<file path="src/rtl/victim_wb_router.sv">
module victim_wb_router #(
  parameter int ADDR_W = 32,
  parameter int IDX_W  = 6,
  parameter int TAG_W  = 8,
  localparam int KEY_W = IDX_W + TAG_W
) (
  input  logic              clk,
  input  logic              rst_n,
  input  logic              vic_valid,
  output logic              vic_ready,
  input  logic [ADDR_W-1:0] vic_addr,
  input  logic              vic_dirty,
  input  logic              peer_room,
  input  logic              res_set_valid,
  input  logic [KEY_W-1:0]  res_set_key,
  input  logic              res_clr_valid,
  input  logic [KEY_W-1:0]  res_clr_key,
  input  logic              reu_set_valid,
  input  logic [KEY_W-1:0]  reu_set_key,
  input  logic              reu_clr_valid,
  input  logic [KEY_W-1:0]  reu_clr_key,
  output logic              dec_valid,
  input  logic              dec_ready,
  output logic [1:0]        dec_dest,
  output logic [ADDR_W-1:0] dec_addr,
  output logic              dec_dirty
);
  localparam int DEPTH = 1 << IDX_W;
  localparam logic [1:0] DST_DROP = 2'b00;
  localparam logic [1:0] DST_L3   = 2'b01;
  localparam logic [1:0] DST_PEER = 2'b10;

  logic [IDX_W-1:0] lk_idx;
  logic [TAG_W-1:0] lk_tag;
  logic [1:0]       hit;
  logic [1:0]       set_v, clr_v;
  logic [KEY_W-1:0] set_key [2];
  logic [KEY_W-1:0] clr_key [2];
  logic [1:0]       dest_nxt;
  logic             take;

  assign lk_idx = vic_addr[IDX_W-1:0];
  assign lk_tag = vic_addr[KEY_W-1:IDX_W];

  assign set_v      = {reu_set_valid, res_set_valid};
  assign clr_v      = {reu_clr_valid, res_clr_valid};
  assign set_key[0] = res_set_key;
  assign set_key[1] = reu_set_key;
  assign clr_key[0] = res_clr_key;
  assign clr_key[1] = reu_clr_key;

  // table 0: residency hints, table 1: reuse hints
  for (genvar t = 0; t < 2; t++) begin : g_tab
    logic [DEPTH-1:0] vld;
    logic [TAG_W-1:0] tg [DEPTH];
    logic [IDX_W-1:0] s_idx, c_idx;
    logic [TAG_W-1:0] s_tag, c_tag;

    assign s_idx = set_key[t][IDX_W-1:0];
    assign s_tag = set_key[t][KEY_W-1:IDX_W];
    assign c_idx = clr_key[t][IDX_W-1:0];
    assign c_tag = clr_key[t][KEY_W-1:IDX_W];
    assign hit[t] = vld[lk_idx] && (tg[lk_idx] == lk_tag);

    always_ff @(posedge clk or negedge rst_n) begin
      if (!rst_n) begin
        vld <= '0;
      end else begin
        for (int i = 0; i < DEPTH; i++) begin
          if (set_v[t] && s_idx == IDX_W'(i))
            vld[i] <= 1'b1;
          else if (clr_v[t] && c_idx == IDX_W'(i) && tg[i] == c_tag)
            vld[i] <= 1'b0;
        end
      end
    end

    always_ff @(posedge clk) begin
      for (int i = 0; i < DEPTH; i++)
        if (set_v[t] && s_idx == IDX_W'(i)) tg[i] <= s_tag;
    end
  end

  assign dest_nxt = (hit[1] && peer_room)     ? DST_PEER :
                    (vic_dirty || !hit[0])    ? DST_L3   : DST_DROP;

  assign vic_ready = !dec_valid || dec_ready;
  assign take      = vic_valid && vic_ready;

  always_ff @(posedge clk or negedge rst_n) begin
    if (!rst_n) dec_valid <= 1'b0;
    else if (vic_ready) dec_valid <= vic_valid;
  end

  always_ff @(posedge clk or negedge rst_n) begin
    if (!rst_n) begin
      dec_dest  <= DST_DROP;
      dec_addr  <= '0;
      dec_dirty <= 1'b0;
    end else if (take) begin
      dec_dest  <= dest_nxt;
      dec_addr  <= vic_addr;
      dec_dirty <= vic_dirty;
    end
  end

  AST_DIRTY_NOT_DROPPED: assert property (@(posedge clk) disable iff (!rst_n)
    dec_valid |-> !(dec_dirty && dec_dest == DST_DROP));
  AST_PEER_NEEDS_ROOM: assert property (@(posedge clk) disable iff (!rst_n)
    (take && !peer_room) |=> dec_dest != DST_PEER);
  AST_DEST_LEGAL: assert property (@(posedge clk) disable iff (!rst_n)
    dec_valid |-> dec_dest != 2'b11);
  AST_HOLD_ON_STALL: assert property (@(posedge clk) disable iff (!rst_n)
    (dec_valid && !dec_ready) |=> dec_valid && $stable(dec_dest) && $stable(dec_addr));
  AST_REFUSE_ON_STALL: assert property (@(posedge clk) disable iff (!rst_n)
    (dec_valid && !dec_ready) |-> !vic_ready);
  AST_ACCEPT_SHOWS: assert property (@(posedge clk) disable iff (!rst_n)
    take |=> dec_valid);
endmodule

</file>
<file path="config.mk">
export PLATFORM = sky130hd
export DESIGN_NAME = victim_wb_router
export DESIGN_NICKNAME = d
export VERILOG_FILES = /design/src/rtl/victim_wb_router.sv
export SDC_FILE = /design/constraint.sdc
export NUM_CORES = 2
export LEC_CHECK = 0
export BUFFER_PORTS_ARGS = -buffer_cell sky130_fd_sc_hd__clkbuf_2
export CORE_UTILIZATION = 25
export CTS_BUF_LIST = sky130_fd_sc_hd__clkbuf_4 sky130_fd_sc_hd__clkbuf_8
export DETAILED_ROUTE_END_ITERATION = 10
export SLEW_MARGIN = 20
export SYNTH_ARGS = -nofsm -noshare
export SYNTH_HDL_FRONTEND = slang
export SYNTH_SLANG_ARGS = --single-unit
</file>
<file path="constraint.sdc">
create_clock -name clk -period 3.15 [get_ports clk]
set_input_delay 0.63 -clock clk [delete_from_list [all_inputs] [get_ports clk]]
set_output_delay 0.63 -clock clk [all_outputs]
set_load 0.02 [all_outputs]
</file>
==> metrics.log <==
[metrics] met3 Use GR: about 4.3%
[metrics] number of buffers and inverters on the critical path: 0
[metrics] clk_skew: 0.06011 ns
[metrics] cell types with the highest counts after synthesis: sky130_fd_sc_hd__edfxtp_1, sky130_fd_sc_hd__xor2_1, sky130_fd_sc_hd__xnor2_1
[metrics] placed cell area: about 68000 µm²
[metrics] worst endpoint required time: ~4 ns
[metrics] number of detailed-routing iterations run before antenna repair: 6
[metrics] yosys warns: 0
[metrics] synth-to-layout area growth: 21.68%
[metrics] first-pass GRT wire length: 307200 µm
[metrics] layout cell share with drive strength beyond 1: around 29%
[metrics] netlist area before placement: a little under 60000 µm²
[metrics] number of violations reported at the end of detailed-routing iteration 0: about 5500
[metrics] final WL: 218900 µm
[metrics] cell repeated most along the worst path: sky130_fd_sc_hd__mux4_2
[metrics] Die Span Y: just under 500 µm
[metrics] fraction of synthesis flops using an asynchronous set or reset pin: between 10% and 20%
[metrics] total die area: ~240000 µm²
[metrics] clock tree from TritonCTS: yes
[metrics] cell-by-cell listing of the critical path: mux4_2, mux4_2, nor2_4, nor3b_2, a21oi_2, o221ai_1, or3_1, or4_4, o211a_1
[metrics] slew at the pin closest to its max-slew limit: ~1.2 ns
[metrics] total vias in the final route: slightly above 40000
[metrics] clock insertion delay at the later pin of the skew report: roughly 0.95 ns
[metrics] Fillers: roughly 24000
[metrics] DRT antenna net count: 0
[metrics] class of the tightest hold or removal check: in -> reg
[metrics] worst endpoint data arrival time: 3.94 ns
[metrics] total count of max-transition violations in the final report: 0
[metrics] post-route cell area: approximately 70000 µm²
[metrics] effective utilization at floorplan: approximately a quarter
[metrics] TritonCTS Buffers: roughly 200
[metrics] number of global-route vias before repair: just over 40000
[metrics] area share of the largest cell type after synthesis: between 50% and 60%
[metrics] overall overflow remaining after global route: 0
[metrics] number of maximum-capacitance constraint violations: 0
[metrics] pin count of the biggest net entering global routing: between 60 and 70
[metrics] most frequent cell after synthesis: sky130_fd_sc_hd__edfxtp_1
[metrics] Synth Instances: 3947
[metrics] result of the run: completed
[metrics] clock slew at reported path FFs: approximately 0.070 ns
[metrics] Worst slew margin: a little under a fifth
[metrics] Final Wtd Congestion: 0.9814
[metrics] portion of the post-synthesis area used by sequential elements: between 50 and 60%
[metrics] LEAKAGE: around 26 nW
[metrics] number of design rule violations left after detail routing: 0
[metrics] final setup violating endpoints: 0
[metrics] H-tree depth reported by CTS: 4
[metrics] I/O pin cnt: ~140
[metrics] area used by multi-input combinational logic: between 20000 and 25000 µm²
[metrics] largest fanout of any net on the critical path: 2
[metrics] HPWL after detailed placement: roughly 160000 µm
[metrics] dominant cell type by area after synthesis: sky130_fd_sc_hd__edfxtp_1
[metrics] total of buffers placed on input and output ports: about 130
[metrics] startpoint type of the worst setup path: flip-flop
[metrics] total nets after synthesis: ~4000
[metrics] master of the slowest instance on the critical path: sky130_fd_sc_hd__mux4_2
[metrics] Post-synth EDFFs: 1024
[metrics] width of the chip: roughly 490 µm
[metrics] kind of critical path: reg -> reg
[metrics] sort of element at the end of the critical path: flip-flop
[metrics] number of distinct library cells after synthesis: 67
[metrics] Clock Tree Root: sky130_fd_sc_hd__clkbuf_8
[metrics] Largest delay share family, worst path: simple AND/OR/NAND/NOR gates
[metrics] post-layout instance count excluding filler cells: 7959
[metrics] number of nets in the layout: ~4700
[metrics] CP peak stage delay: roughly 0.55 ns
[metrics] Placed Cells: 7555
[metrics] total core area: around 240000 µm²
[metrics] maximum resistive drop on vdd: around 0.45 mV
[metrics] met1 capacity usage during global routing: between 20 and 25%
[metrics] sequential standard cell area: about 35000 µm²
[metrics] Max Freq: approximately 320 MHz
[metrics] synthesis-stage register bit count: 1188
[metrics] fin crit share: between 90% and 100%
[metrics] global-route layer with the greatest usage: met2
[metrics] setup TNS: 0 ns
[metrics] buffers from clock root to sink, at most: 3
[metrics] most common flop cell mapped by yosys: sky130_fd_sc_hd__edfxtp_1
[metrics] clock tree sinks: around 1200
[metrics] cell row count: ~180
[metrics] PD cells: ~510 nW/µm²
[metrics] minimum clock period after layout: 3.099 ns
[metrics] vias per inst: just over 5
[metrics] met2 usage: 27.98%
[metrics] antenna violations before repair: 15
[metrics] routed len/inst: approximately 28 µm
[metrics] post-synthesis average cell area: about 15 µm²
[metrics] largest cells by area after synthesis: sky130_fd_sc_hd__edfxtp_1, sky130_fd_sc_hd__xor2_1, sky130_fd_sc_hd__mux4_2
[metrics] Hold Fails Final Rpt: 0
[metrics] gr usage total: between 15 and 20%
-- stage by stage --
step                      hold WS (ns)  total power [mW]  utilization, %  worst slack, ns
after floorplan                 0.3344             20.41               -         -0.01463
after global placement          0.4546             22.46           28.72          -0.8494
after detailed placement        0.4601             22.52           28.72          -0.8415
after CTS                    0.0005069             36.98           30.59          0.02299
after global routing           0.01692             37.88           30.61        -0.006081
final                           0.1040             36.81           30.61          0.05119
-- registers in the layout, summed over array words and instances, names as in the netlist --
| signal | flops |
|---|---|
| g_tab.vld | 128 |
| dec_dest | 2 |
| dec_dirty | 1 |
| dec_addr | 32 |
| dec_valid | 1 |
| g_tab.tg | 1024 |
-- path summary, 6_finish.rpt --
| kind | startpoint | to | slack, ns | depth (start not counted) |
|---|---|---|---|---|
| setup / recovery | g_tab[1].tg[38][3]$_DFFE_PP_ | dec_dest[0]$_DFFE_PN0P_ | 0.05 | 9 |
| hold / removal | vic_dirty | dec_dirty$_DFFE_PN0P_ | 0.10 | 2 |
| setup reg to reg | g_tab[1].tg[38][3]$_DFFE_PP_ | dec_dest[0]$_DFFE_PN0P_ | 0.05 | 9 |
| hold reg to reg | g_tab[1].vld[51]$_DFFE_PN0P_ | g_tab[1].vld[51]$_DFFE_PN0P_ | 0.47 | 1 |
| max in group asynchronous | rst_n | g_tab[1].vld[34]$_DFFE_PN0P_ | 1.95 | 3 |
| min in group asynchronous | rst_n | g_tab[0].vld[29]$_DFFE_PN0P_ | 0.24 | 2 |
-- final cells by class --
type                       instances  area share (%)
sequential                      1188           48.42
multi-input combinational       2510           31.94
timing repair buffer             725           8.306
tap                             3150           5.475
clock buffer                     302           5.166
clock inverter                    72          0.6431
inverter                           6         0.03302
antenna                            6         0.02086
-- what timing repair did --
item / in CTS / in global routing
hold buffers: 21 / 0
hold endpoints to repair: 67 / 0
pin swaps: 0 / 2
setup endpoints to repair: 2 / 1
gates resized for setup: 3 / 1
buffers inserted: 1 / 2
-- per-layer routing --
metal,part of all wire [%],vias to the layer above,routed length (µm)
met3,10,403,21900
met5,0.050,-,109
met1,41,20930,89060
li1,-,16560,-
met2,46,2291,99800
met4,3.7,16,8057
-- report_power, final --
group / internal [mW] / total, mW / switching, mW
Combinational: 1.79 / 4.38 / 2.58
Sequential: 17.6 / 17.9 / 0.327
Clock: 7.68 / 14.5 / 6.84
Total: 27.1 / 36.8 / 9.75
-- placed cells by master (no fill, tap or decap), drive strengths merged, types with 15 or more instances in the layout --
cell         count
nor2b           32
xor2           785
mux2i           73
nand2           81
dlygate4sd3     21
a221oi          15
nor2           161
edfxtp        1024
clkbuf         414
xnor2          264
o22ai           20
nand4          135
mux4           270
a22oi           20
nor4           259
a21o           128
o21ai           28
dfrtp          164
buf            592
mux2            46
nand3           52
clkinv          63
-- kinds of logic after synthesis --
family | Yosys count | share of synthesized area (%)
simple gates | 778 | 7.146
xor+xnor | 1049 | 15.53
mux | 389 | 12.45
flops | 1188 | 58.91
compound gates | 294 | 3.701
buf+inv | 249 | 2.255
(Power assumes the default switching activity.)
